## src/rtl/blkq_pkg.sv

```systemverilog
package blkq_pkg;
  localparam int CODE_W   = 8;
  localparam int CODE_MAX = 127;

  typedef enum logic [1:0] {
    SQ_IDLE,
    SQ_DIV,
    SQ_EMIT
  } blkq_state_e;
endpackage

```

## src/rtl/blkq_pingpong.sv

```systemverilog
module blkq_pingpong #(
  parameter int DATA_W  = 16,
  parameter int BLK_LEN = 8,
  parameter int IDX_W   = 3
) (
  input  logic                     clk_i,
  input  logic                     rst_ni,
  input  logic                     wr_valid_i,
  input  logic signed [DATA_W-1:0] wr_data_i,
  output logic                     wr_ready_o,
  output logic                     rd_avail_o,
  output logic        [DATA_W-1:0] rd_scale_o,
  input  logic        [IDX_W-1:0]  rd_idx_i,
  output logic signed [DATA_W-1:0] rd_data_o,
  input  logic                     rd_release_i
);
  localparam int NBANK = 2;

  logic [NBANK-1:0]        full_q;
  logic                    wr_sel_q, rd_sel_q;
  logic [IDX_W-1:0]        wr_idx_q;
  logic [DATA_W-1:0]       run_max_q;
  logic [DATA_W-1:0]       mag, new_max;
  logic                    wr_fire, wr_last;
  logic signed [DATA_W-1:0] bank_word [NBANK];
  logic        [DATA_W-1:0] bank_scale [NBANK];

  assign wr_ready_o = !full_q[wr_sel_q];
  assign wr_fire    = wr_valid_i && wr_ready_o;
  assign wr_last    = (wr_idx_q == IDX_W'(BLK_LEN - 1));
  // unsigned magnitude; most negative value maps to 2^(DATA_W-1)
  assign mag        = wr_data_i[DATA_W-1] ? (~wr_data_i + 1'b1) : wr_data_i;
  assign new_max    = (wr_idx_q == '0) ? mag : ((mag > run_max_q) ? mag : run_max_q);

  always_ff @(posedge clk_i or negedge rst_ni) begin
    if (!rst_ni) begin
      wr_sel_q  <= 1'b0;
      wr_idx_q  <= '0;
      run_max_q <= '0;
    end else if (wr_fire) begin
      run_max_q <= new_max;
      if (wr_last) begin
        wr_idx_q <= '0;
        wr_sel_q <= !wr_sel_q;
      end else begin
        wr_idx_q <= wr_idx_q + 1'b1;
      end
    end
  end

  always_ff @(posedge clk_i or negedge rst_ni) begin
    if (!rst_ni) rd_sel_q <= 1'b0;
    else if (rd_release_i) rd_sel_q <= !rd_sel_q;
  end

  for (genvar b = 0; b < NBANK; b++) begin : g_bank
    logic signed [DATA_W-1:0] mem [BLK_LEN];
    logic        [DATA_W-1:0] scale_q;
    logic                     sel_wr, sel_rd;

    assign sel_wr = (wr_sel_q == 1'(b));
    assign sel_rd = (rd_sel_q == 1'(b));

    always_ff @(posedge clk_i) begin
      if (wr_fire && sel_wr) mem[wr_idx_q] <= wr_data_i;
    end

    always_ff @(posedge clk_i or negedge rst_ni) begin
      if (!rst_ni) begin
        full_q[b] <= 1'b0;
        scale_q   <= '0;
      end else if (wr_fire && wr_last && sel_wr) begin
        full_q[b] <= 1'b1;
        scale_q   <= new_max;
      end else if (rd_release_i && sel_rd) begin
        full_q[b] <= 1'b0;
      end
    end

    assign bank_word[b]  = mem[rd_idx_i];
    assign bank_scale[b] = scale_q;
  end

  assign rd_avail_o = full_q[rd_sel_q];
  assign rd_scale_o = bank_scale[rd_sel_q];
  assign rd_data_o  = bank_word[rd_sel_q];

  // a bank is only handed back after it was offered as full
  p_release_full_r7: assert property (@(posedge clk_i) disable iff (!rst_ni)
    rd_release_i |-> rd_avail_o);
endmodule

```

## src/rtl/blkq_recip.sv

```systemverilog
module blkq_recip #(
  parameter int DATA_W  = 16,
  parameter int FRAC_W  = 31,
  parameter int RECIP_W = 38
) (
  input  logic               clk_i,
  input  logic               rst_ni,
  input  logic               start_i,
  input  logic [DATA_W-1:0]  den_i,
  output logic               busy_o,
  output logic               done_o,
  output logic [RECIP_W-1:0] recip_o
);
  localparam int CNT_W = $clog2(RECIP_W + 1);

  logic [RECIP_W-1:0] num_q, quo_q;
  logic [DATA_W-1:0]  rem_q, den_q;
  logic [CNT_W-1:0]   cnt_q;
  logic               busy_q, done_q;
  logic [DATA_W:0]    trial, diff;
  logic               ge;

  assign trial = {rem_q, num_q[RECIP_W-1]};
  assign ge    = (trial >= {1'b0, den_q});
  assign diff  = trial - {1'b0, den_q};

  always_ff @(posedge clk_i or negedge rst_ni) begin
    if (!rst_ni) begin
      num_q  <= '0;
      quo_q  <= '0;
      rem_q  <= '0;
      den_q  <= '0;
      cnt_q  <= '0;
      busy_q <= 1'b0;
      done_q <= 1'b0;
    end else begin
      done_q <= 1'b0;
      if (start_i && !busy_q) begin
        // ceiling: (127 * 2^FRAC_W + s - 1) / s
        num_q  <= (RECIP_W'(127) << FRAC_W) + RECIP_W'(den_i) - RECIP_W'(1);
        den_q  <= den_i;
        rem_q  <= '0;
        quo_q  <= '0;
        cnt_q  <= CNT_W'(RECIP_W);
        busy_q <= 1'b1;
      end else if (busy_q) begin
        num_q <= num_q << 1;
        quo_q <= {quo_q[RECIP_W-2:0], ge};
        rem_q <= ge ? diff[DATA_W-1:0] : trial[DATA_W-1:0];
        cnt_q <= cnt_q - 1'b1;
        if (cnt_q == CNT_W'(1)) begin
          busy_q <= 1'b0;
          done_q <= 1'b1;
        end
      end
    end
  end

  assign busy_o  = busy_q;
  assign done_o  = done_q;
  assign recip_o = quo_q;

  // a finished reciprocal follows a busy iteration
  p_done_after_busy_r2: assert property (@(posedge clk_i) disable iff (!rst_ni)
    done_o |-> $past(busy_o));
  p_no_restart_busy_r2: assert property (@(posedge clk_i) disable iff (!rst_ni)
    busy_o |-> !done_o);
endmodule

```

## src/rtl/blkq_scale_elem.sv

```systemverilog
module blkq_scale_elem #(
  parameter int DATA_W  = 16,
  parameter int FRAC_W  = 31,
  parameter int RECIP_W = 38
) (
  input  logic                     clk_i,
  input  logic                     rst_ni,
  input  logic                     in_valid_i,
  input  logic                     in_first_i,
  input  logic                     in_zero_i,
  input  logic signed [DATA_W-1:0] in_data_i,
  input  logic        [RECIP_W-1:0] in_recip_i,
  input  logic        [DATA_W-1:0] in_scale_i,
  output logic                     out_valid_o,
  output logic                     out_first_o,
  output logic signed [7:0]        out_code_o,
  output logic        [DATA_W-1:0] out_scale_o
);
  import blkq_pkg::*;
  localparam int PROD_W = DATA_W + RECIP_W;

  logic [DATA_W-1:0] mag;
  logic [PROD_W-1:0] prod, rnd, q_full;
  logic [6:0]        sat;
  logic signed [7:0] code;

  assign mag    = in_data_i[DATA_W-1] ? (~in_data_i + 1'b1) : in_data_i;
  assign prod   = PROD_W'(mag) * PROD_W'(in_recip_i);
  assign rnd    = prod + (PROD_W'(1) << (FRAC_W - 1));
  assign q_full = rnd >> FRAC_W;
  assign sat    = (q_full > PROD_W'(CODE_MAX)) ? 7'(CODE_MAX) : q_full[6:0];

  always_comb begin
    if (in_zero_i)               code = '0;
    else if (in_data_i[DATA_W-1]) code = -$signed({1'b0, sat});
    else                         code = $signed({1'b0, sat});
  end

  always_ff @(posedge clk_i or negedge rst_ni) begin
    if (!rst_ni) begin
      out_valid_o <= 1'b0;
      out_first_o <= 1'b0;
      out_code_o  <= '0;
      out_scale_o <= '0;
    end else begin
      out_valid_o <= in_valid_i;
      if (in_valid_i) begin
        out_first_o <= in_first_i;
        out_code_o  <= code;
        out_scale_o <= in_scale_i;
      end
    end
  end

  p_code_range_r3: assert property (@(posedge clk_i) disable iff (!rst_ni)
    out_valid_o |-> (out_code_o != -8'sd128));
  p_zero_code_r4: assert property (@(posedge clk_i) disable iff (!rst_ni)
    (in_valid_i && in_zero_i) |=> (out_code_o == 8'sd0));
endmodule

```

## src/rtl/blkq_dequant.sv

```systemverilog
module blkq_dequant #(
  parameter int DATA_W = 16
) (
  input  logic                   clk_i,
  input  logic                   rst_ni,
  input  logic                   valid_i,
  input  logic signed [7:0]      code_i,
  input  logic        [DATA_W-1:0] scale_i,
  output logic                   valid_o,
  output logic signed [DATA_W:0] value_o
);
  localparam int P_W = DATA_W + 8;

  logic [7:0]      cmag;
  logic [P_W-1:0]  prod;
  logic [P_W:0]    num, quot;
  logic [DATA_W:0] res, vmag;

  assign cmag = code_i[7] ? (~code_i + 1'b1) : code_i;
  assign prod = P_W'(cmag) * P_W'(scale_i);
  assign num  = {prod, 1'b0} + (P_W+1)'(127);
  assign quot = num / (P_W+1)'(254);
  assign res  = quot[DATA_W:0];

  always_ff @(posedge clk_i or negedge rst_ni) begin
    if (!rst_ni) begin
      valid_o <= 1'b0;
      value_o <= '0;
    end else begin
      valid_o <= valid_i;
      if (valid_i) value_o <= code_i[7] ? -$signed(res) : $signed(res);
    end
  end

  assign vmag = value_o[DATA_W] ? (~value_o + 1'b1) : value_o;

  // with codes kept in -127..127, a rebuilt value never exceeds its scale
  p_deq_bound_r8: assert property (@(posedge clk_i) disable iff (!rst_ni)
    (valid_o && $past(valid_i) && ($past(code_i) != -8'sd128))
      |-> (vmag <= {1'b0, $past(scale_i)}));
endmodule

```

## src/rtl/blkq_quantizer.sv

```systemverilog
module blkq_quantizer #(
  parameter int DATA_W  = 16,
  parameter int BLK_LEN = 8
) (
  input  logic                     clk_i,
  input  logic                     rst_ni,
  input  logic                     in_valid_i,
  input  logic signed [DATA_W-1:0] in_data_i,
  output logic                     in_ready_o,
  output logic                     out_valid_o,
  output logic                     out_first_o,
  output logic signed [7:0]        out_code_o,
  output logic        [DATA_W-1:0] out_scale_o,
  input  logic                     deq_valid_i,
  input  logic signed [7:0]        deq_code_i,
  input  logic        [DATA_W-1:0] deq_scale_i,
  output logic                     deq_valid_o,
  output logic signed [DATA_W:0]   deq_value_o
);
  import blkq_pkg::*;
  localparam int FRAC_W  = 2 * DATA_W - 1;
  localparam int RECIP_W = CODE_W - 1 + FRAC_W;
  localparam int IDX_W   = (BLK_LEN > 1) ? $clog2(BLK_LEN) : 1;

  blkq_state_e              state_q;
  logic [IDX_W-1:0]         idx_q;
  logic [DATA_W-1:0]        scale_q;
  logic                     zero_q;
  logic                     rd_avail, rd_release, div_start, div_busy, div_done;
  logic [DATA_W-1:0]        rd_scale;
  logic signed [DATA_W-1:0] rd_data;
  logic [RECIP_W-1:0]       recip;
  logic                     emit, emit_last;

  blkq_pingpong #(.DATA_W(DATA_W), .BLK_LEN(BLK_LEN), .IDX_W(IDX_W)) u_buf (
    .clk_i, .rst_ni,
    .wr_valid_i  (in_valid_i),
    .wr_data_i   (in_data_i),
    .wr_ready_o  (in_ready_o),
    .rd_avail_o  (rd_avail),
    .rd_scale_o  (rd_scale),
    .rd_idx_i    (idx_q),
    .rd_data_o   (rd_data),
    .rd_release_i(rd_release)
  );

  blkq_recip #(.DATA_W(DATA_W), .FRAC_W(FRAC_W), .RECIP_W(RECIP_W)) u_recip (
    .clk_i, .rst_ni,
    .start_i(div_start),
    .den_i  (rd_scale),
    .busy_o (div_busy),
    .done_o (div_done),
    .recip_o(recip)
  );

  assign div_start  = (state_q == SQ_IDLE) && rd_avail && (rd_scale != '0);
  assign emit       = (state_q == SQ_EMIT);
  assign emit_last  = emit && (idx_q == IDX_W'(BLK_LEN - 1));
  assign rd_release = emit_last;

  always_ff @(posedge clk_i or negedge rst_ni) begin
    if (!rst_ni) begin
      state_q <= SQ_IDLE;
      idx_q   <= '0;
      scale_q <= '0;
      zero_q  <= 1'b0;
    end else begin
      unique case (state_q)
        SQ_IDLE: if (rd_avail) begin
          scale_q <= rd_scale;
          zero_q  <= (rd_scale == '0);
          idx_q   <= '0;
          state_q <= (rd_scale == '0) ? SQ_EMIT : SQ_DIV;
        end
        SQ_DIV: if (div_done) state_q <= SQ_EMIT;
        SQ_EMIT: begin
          if (emit_last) begin
            idx_q   <= '0;
            state_q <= SQ_IDLE;
          end else begin
            idx_q <= idx_q + 1'b1;
          end
        end
        default: state_q <= SQ_IDLE;
      endcase
    end
  end

  blkq_scale_elem #(.DATA_W(DATA_W), .FRAC_W(FRAC_W), .RECIP_W(RECIP_W)) u_scale (
    .clk_i, .rst_ni,
    .in_valid_i (emit),
    .in_first_i (idx_q == '0),
    .in_zero_i  (zero_q),
    .in_data_i  (rd_data),
    .in_recip_i (recip),
    .in_scale_i (scale_q),
    .out_valid_o,
    .out_first_o,
    .out_code_o,
    .out_scale_o
  );

  blkq_dequant #(.DATA_W(DATA_W)) u_deq (
    .clk_i, .rst_ni,
    .valid_i(deq_valid_i),
    .code_i (deq_code_i),
    .scale_i(deq_scale_i),
    .valid_o(deq_valid_o),
    .value_o(deq_value_o)
  );

  // codes after the first of a block follow on back-to-back cycles
  p_contig_r6: assert property (@(posedge clk_i) disable iff (!rst_ni)
    (out_valid_o && !out_first_o) |-> $past(out_valid_o));
  // scale stays put across the codes of one block
  p_scale_stable_r1: assert property (@(posedge clk_i) disable iff (!rst_ni)
    (out_valid_o && !out_first_o) |-> $stable(out_scale_o));
  p_div_only_nonzero_r4: assert property (@(posedge clk_i) disable iff (!rst_ni)
    div_busy |-> !zero_q);
endmodule

```

## config.mk

```make
export PLATFORM = sky130hd
export DESIGN_NAME = blkq_quantizer
export DESIGN_NICKNAME = d
export VERILOG_FILES = /design/src/rtl/blkq_pkg.sv /design/src/rtl/blkq_pingpong.sv /design/src/rtl/blkq_recip.sv /design/src/rtl/blkq_scale_elem.sv /design/src/rtl/blkq_dequant.sv /design/src/rtl/blkq_quantizer.sv
export SDC_FILE = /design/constraint.sdc
export NUM_CORES = 2
export LEC_CHECK = 0
export BUFFER_PORTS_ARGS = -buffer_cell sky130_fd_sc_hd__buf_4
export CAP_MARGIN = 0
export CORE_UTILIZATION = 60
export DETAILED_ROUTE_END_ITERATION = 6
export MAX_ROUTING_LAYER = met4
export PLACE_DENSITY = 0.79
export SYNTH_ARGS = -nofsm -noshare
export SYNTH_HDL_FRONTEND = slang
export SYNTH_SLANG_ARGS = --single-unit
```

## constraint.sdc

```tcl
create_clock -name clk_i -period 25.5 [get_ports clk_i]
set_clock_uncertainty 0.2 [all_clocks]
set_input_delay 1.275 -clock clk_i [delete_from_list [all_inputs] [get_ports clk_i]]
set_output_delay 1.275 -clock clk_i [all_outputs]
set_load 0.1 [all_outputs]
```

Word-level counts from Yosys, hierarchy flattened
Memories as Yosys holds them, arrays and structs flattened. Cells that the tools add are included.

Word-level logic and storage cells: 143. Memory bits (writable): 256. Output and inout port bits: 45. Register bits after elaboration: 237. Bits in latches: 0. Bits in read-only memories: 0. Input bits: 44. Memories kept: 2.

Mux-type cells: 51. Multipliers: 2. Shift operators: 0. Bitwise operators: 6. Reductions and logical operators: 29. Order comparisons: 6. Add/subtract/negate cells: 13. Div/mod/pow operators: 1. Eq/ne operators: 8.

Memories: u_buf.g_bank[0].mem (depth 8, width 16, rd ports 1, clocked after Yosys merged registers in 0, wr ports 1, RTL line blkq_pingpong.sv:57) `logic signed [DATA_W-1:0] mem [BLK_LEN];`; u_buf.g_bank[1].mem (depth 8, width 16, rd ports 1, clocked after Yosys merged registers in 0, wr ports 1, RTL line blkq_pingpong.sv:57).

Operators by type and width (count): $mux 16 (13); $mux 38 (4); $add 54x31->54 const B (1); $mul 16x38->54 (1); $sub 38x1->38 const B (1); $add 32x17->33 const A (1); $add 16x1->16 const B (2); $not 16->16 (2); $add 25x7->25 const B (1); $div 25x8->25 const B (1); $mul 8x16->24 (1); $mux 8 (3); $gt 23x7->1 const B (1); $mux 1 (18); $ge 17x16->1 (1); $mux 17 (1); $neg 17->17 (1); $gt 16x16->1 (1); $logic_not 16->1 (1); $reduce_bool 16->1 (1); $sub 16x16->16 (1); $logic_and 1x1->1 (12); $mux 6 (2); $mux 3 (3); 25 further kinds (42).

Depth between registers and ports, before layout
Depth in word-level cells: 14. Depth in mapped cells: 94. Mapped depth without buffers: 75.

Hierarchy
A second synthesis with hierarchy kept.

Cells, all modules: 5979. Area, all modules: 55891.1 sq um.

By module, submodules not included: blkq_scale_elem (cells an instance 2505, sequential area each 650.6 sq um, instances 1, area an instance 21136.5 sq um); blkq_dequant (cells an instance 2019, sequential area each 450.4 sq um, instances 1, area an instance 14836.7 sq um); blkq_pingpong (cells an instance 715, sequential area each 9063.7 sq um, instances 1, area an instance 13035.0 sq um); blkq_recip (cells an instance 637, sequential area each 2902.8 sq um, instances 1, area an instance 5893.2 sq um); blkq_quantizer (cells an instance 103, sequential area each 550.5 sq um, instances 1, area an instance 989.7 sq um).

Worst setup path before layout
No wires, ideal clock.

Path kind: input port to flip-flop. Start: input deq_code_i[0]. End: register u_deq.value_o[6]. Library setup time: 125 ps. Cell stages on the path: 81. Data arrival time: 20707 ps. Slack: 4468 ps. Data required time: 25175 ps. Path through: buf_2 > clkbuf_1 > inv_1 > ha_1 > nand2_1 > o31a_1 > xor2_1 > clkbuf_1 > nand2_1 > fa_1 > fa_1 > inv_1 > fa_1 > inv_1 > fa_1 > inv_1 > ha_1 > o211ai_1 > [... 45 more ...] > o21a_1 > a311oi_4 > or4_1 > and3_4 > and4b_1 > buf_2 > nand3_1 > mux2i_1 > nand2_1 > nor3_1 > a311oi_4 > nor2_1 > o311a_1 > ha_1 > nand2_1 > o41ai_1 > xnor2_1 > mux2_2.

Cells in the longest elaborated chain, start to end: 8.

RTL lines: start, declared (RTL line blkq_quantizer.sv:15) `input logic signed [7:0] deq_code_i,`; $not 8->8 (RTL line blkq_dequant.sv:19) `assign cmag = code_i[7] ? (~code_i + 1'b1) : code_i;`; $add 8x1->8 (RTL line blkq_dequant.sv:19); $mux 8 * (RTL line blkq_dequant.sv:19); $mul 8x16->24 * (RTL line blkq_dequant.sv:20) `assign prod = P_W'(cmag) * P_W'(scale_i);`; $add 25x7->25 * (RTL line blkq_dequant.sv:21) `assign num = {prod, 1'b0} + (P_W+1)'(127);`; $div 25x8->25 * (RTL line blkq_dequant.sv:22) `assign quot = num / (P_W+1)'(254);`; $neg 17->17 (RTL line blkq_dequant.sv:31) `if (valid_i) value_o <= code_i[7] ? -$signed(res) : $signed(res);`; $mux 17 * (RTL line blkq_dequant.sv:31); end signal, assigned (RTL line blkq_dequant.sv:31); end, declared (RTL line blkq_dequant.sv:10) `output logic signed [DATA_W:0] value_o`.

Every way passes the cells marked *; elsewhere a longest branch is shown, timed or not. A chain may end at the register's enable or synchronous reset.

Final worst setup path
Start: input deq_code_i[0]. End: register u_deq.value_o[16].

Same word-level chain as after synthesis.

==> results.json <==
{
  "status": "completed",
  "use_met1": 0.436,
  "numCtsBuffers": 52,
  "report.final.slew_viol_count": 0,
  "design.core.area_um2": 88400,
  "antenna_found_initial": 1,
  "synthAdderAreaFrac": 0.279,
  "yosysMostFrequentCell": "nand2_1",
  "post-route-util": 0.646,
  "h-tree-depth": 2,
  "grt_pass1_vias": 41800,
  "dieArea_um2": 90300,
  "via_count": 41900,
  "grt_max_degree": 112,
  "hold_viol_final": 0,
  "grt_pass1_wl_um": 225000,
  "wire_per_inst_um": 20.6,
  "drtPass1Iterations": 7,
  "synthTopCellsByArea": "fa_1 (22%), edfxtp_1 (14%), dfrtp_1 (11%), nand2_1 (6.3%), ha_1 (5.9%)",
  "rsz0062_at_grt": "false",
  "hold_path.class": "reg -> reg",
  "yosysWarningCount": 0,
  "drt_iter0_drc": 3939,
  "fmax_ghz": 0.0420,
  "r2r_start": "idx_q[0]$_DFFE_PN0P_",
  "use_met2": 0.519,
  "yosysTopAreaCell": "fa_1",
  "end_kind": "flop",
  "port-buffer-count": 88,
  "clk_pin_slew_ns": 0.07,
  "slowest_delay_ns": 0.72,
  "synth_cell_type_count": 137,
  "syn_inst": 5649,
  "min_from": "scale_q[4]$_DFFE_PN0P_",
  "slew-limit-headroom": 0.216,
  "start_util": 0.605,
  "rows": 109,
  "synth_compound_area_frac": 0.125,
  "routed_wl_um": 140000,
  "antenna_left": 0,
  "finalCriticalPeriod_ns": 23.83,
  "crit_path_frequent_cell": "inv_1",
  "clockBufferDepth": 3,
  "setup.worst_path.start": "deq_code_i[0]",
  "finalSetupViolations": 0,
  "finalCritPeriodShare": 0.934,
  "synth_mux_area_frac": 0.0507,
  "synth_area_per_cell_um2": 9.46,
  "crit_fanout": 20,
  "die_x_um": 301,
  "cp.arrival_ns": 24.14,
  "slowest_stage": "nor2_1",
  "root_buffer": "clkbuf_16",
  "synth_top_area_frac": 0.219,
  "cts_sinks": 493,
  "boundaryPins": 89,
  "nets": 6459,
  "final.fill_count": 6917,
  "yosys.area_share.simple": 0.181,
  "grt_overflow": 0,
  "fin_hold_ws_ns": 0.275,
  "start_kind": "primary input",
  "crit_type": "in -> reg",
  "grt_usage": 0.322,
  "synth_nets": 6532,
  "clkLatencyLatePin_ns": 0.63,
  "required_ns": 25.81,
  "grt_util_met3": 0.0357,
  "synth_xor_area_frac": 0.0353,
  "synth_top_family_by_area": "adder cells",
  "synth-main-ff-cell": "edfxtp_1",
  "top_usage_layer": "met2",
  "ys_seq_elements": 493,
  "maxCapViolCount": 0,
  "place.gp.congestion": 0.930,
  "syn2layout_area_growth_pct": 6.84,
  "dp_hpwl_um": 98900,
  "ctsHoldBuffers": 0,
  "cts_tree": "done",
  "ys_seq_area_frac": 0.255,
  "worst_pin_slew_ns": 1.18,
  "async_flop_share": 0.481,
  "synth_area_um2": 53500,
  "drive_above_1_share": 0.101,
  "final.setup.tns_ns": 0,
  "die_height_um": 301,
  "drt-vias-per-instance": 6.17,
  "ys_top_cells_by_count": "nand2_1 (902), inv_1 (724), fa_1 (586)",
  "synth-edff-count": 256,
  "drc_errors": 0
}
-- registers in the layout, summed over array words and instances, names as in the netlist, 2 cells and up --
| name | cells |
|---|---|
| u_buf.g_bank.mem | 256 |
| u_recip.num_q | 38 |
| u_recip.recip_o | 38 |
| u_buf.g_bank.scale_q | 32 |
| u_deq.value_o | 17 |
| scale_q | 16 |
| u_buf.run_max_q | 16 |
| u_recip.den_q | 16 |
| u_recip.rem_q | 16 |
| u_scale.out_scale_o | 16 |
| u_scale.out_code_o | 8 |
| u_recip.cnt_q | 6 |
| idx_q | 3 |
| u_buf.wr_idx_q | 3 |
| state_q | 2 |
| u_buf.full_q | 2 |
-- critical path, delay by kind of cell --
kind / cells / cell delay, ns
AO/OA/AOI/OAI: 30 / 9.01
XOR/XNOR: 3 / 0.51
adder cells (fa/ha/maj): 7 / 3.00
buffers and inverters: 8 / 0.94
multiplexers: 4 / 1.44
AND/OR/NAND/NOR: 25 / 7.92
-- what timing repair did --
item                       in CTS  in global routing
gates resized for setup         0                  5
setup endpoints to repair       0                 16
setup buffers                   0                  4
-- per-stage QoR --
stage                     worst slack, ns  instances  cell area, um^2
after global placement               1.33       6683            55100
final                                1.67       6786            57100
after global routing               0.0224       6786            57100
after floorplan                      4.47       5649            53500
after CTS                            1.45       6781            57000
after detailed placement            0.925       6683            55100
-- routing by layer --
metal  routed length, um  up-vias
met5                   0        -
met4                3990        0
met3               10800      340
met2               66900     1842
met1               58000    20900
li1                    -    18800
-- path summary, 6_finish.rpt --
check / cells past startpoint / slack (ns) / to
max: 77 / 1.67 / u_deq.value_o[16]$_DFFE_PN0P_
min: 2 / 0.27 / u_scale.out_scale_o[4]$_DFFE_PN0P_
max reg2reg: 74 / 6.44 / u_scale.out_code_o[6]$_DFFE_PN0P_
min reg2reg: 2 / 0.27 / u_scale.out_scale_o[4]$_DFFE_PN0P_
max in group asynchronous: 2 / 23.11 / idx_q[0]$_DFFE_PN0P_
min in group asynchronous: 1 / 0.48 / u_recip.cnt_q[3]$_DFFE_PN0P_
-- cells in the final DEF (no fill, tap or decap), types with 23 or more instances in the layout --
cell type	Yosys	final
dfrtp_1	237	233
nor2b_1	176	175
and3_1	31	31
o211ai_1	23	23
a22o_1	25	25
fa_1	586	586
inv_1	724	724
nor3_1	84	80
nand3_1	100	100
nand4_1	60	60
o21ai_1	27	26
nand2b_1	55	54
mux2i_1	59	59
nor2_1	206	205
xor2_1	48	47
o31ai_1	32	32
a21o_1	52	52
or3_1	30	30
or2_2	25	25
ha_1	253	253
nor4_1	28	28
and2_1	157	157
mux4_2	80	80
o21ai_0	263	263
edfxtp_1	256	256
clkbuf_16	0	56
o21a_1	31	31
xnor2_1	151	137
mux2_2	26	26
buf_4	21	171
nand2_1	902	902
a31oi_1	28	27
a21oi_1	174	174
-- cells by family after synthesis --
group                      after synthesis
xor gates and xnor gates               208
DFF                                    493
buffers and inverters                 1023
muxes                                  167
AOI/OAI and AO/OA                      949
adders and majority gates              839
and+or+nand+nor                       1970
-- cell type report --
cell class	instances	area (um^2)	area share
clock buffers	63	1440	0.0252
multi-input cells	4133	36100	0.632
clock inverters	35	493	0.00863
inverters	724	2720	0.0476
repair buffers	172	1300	0.0227
diodes	1	2.50	0.0000438
well taps	1165	1460	0.0255
flip-flops and latches	493	13600	0.239
Power is left out: the tool's default activity adds up to more than one toggle a clock period on the data nets, which glitch-free logic cannot reach.
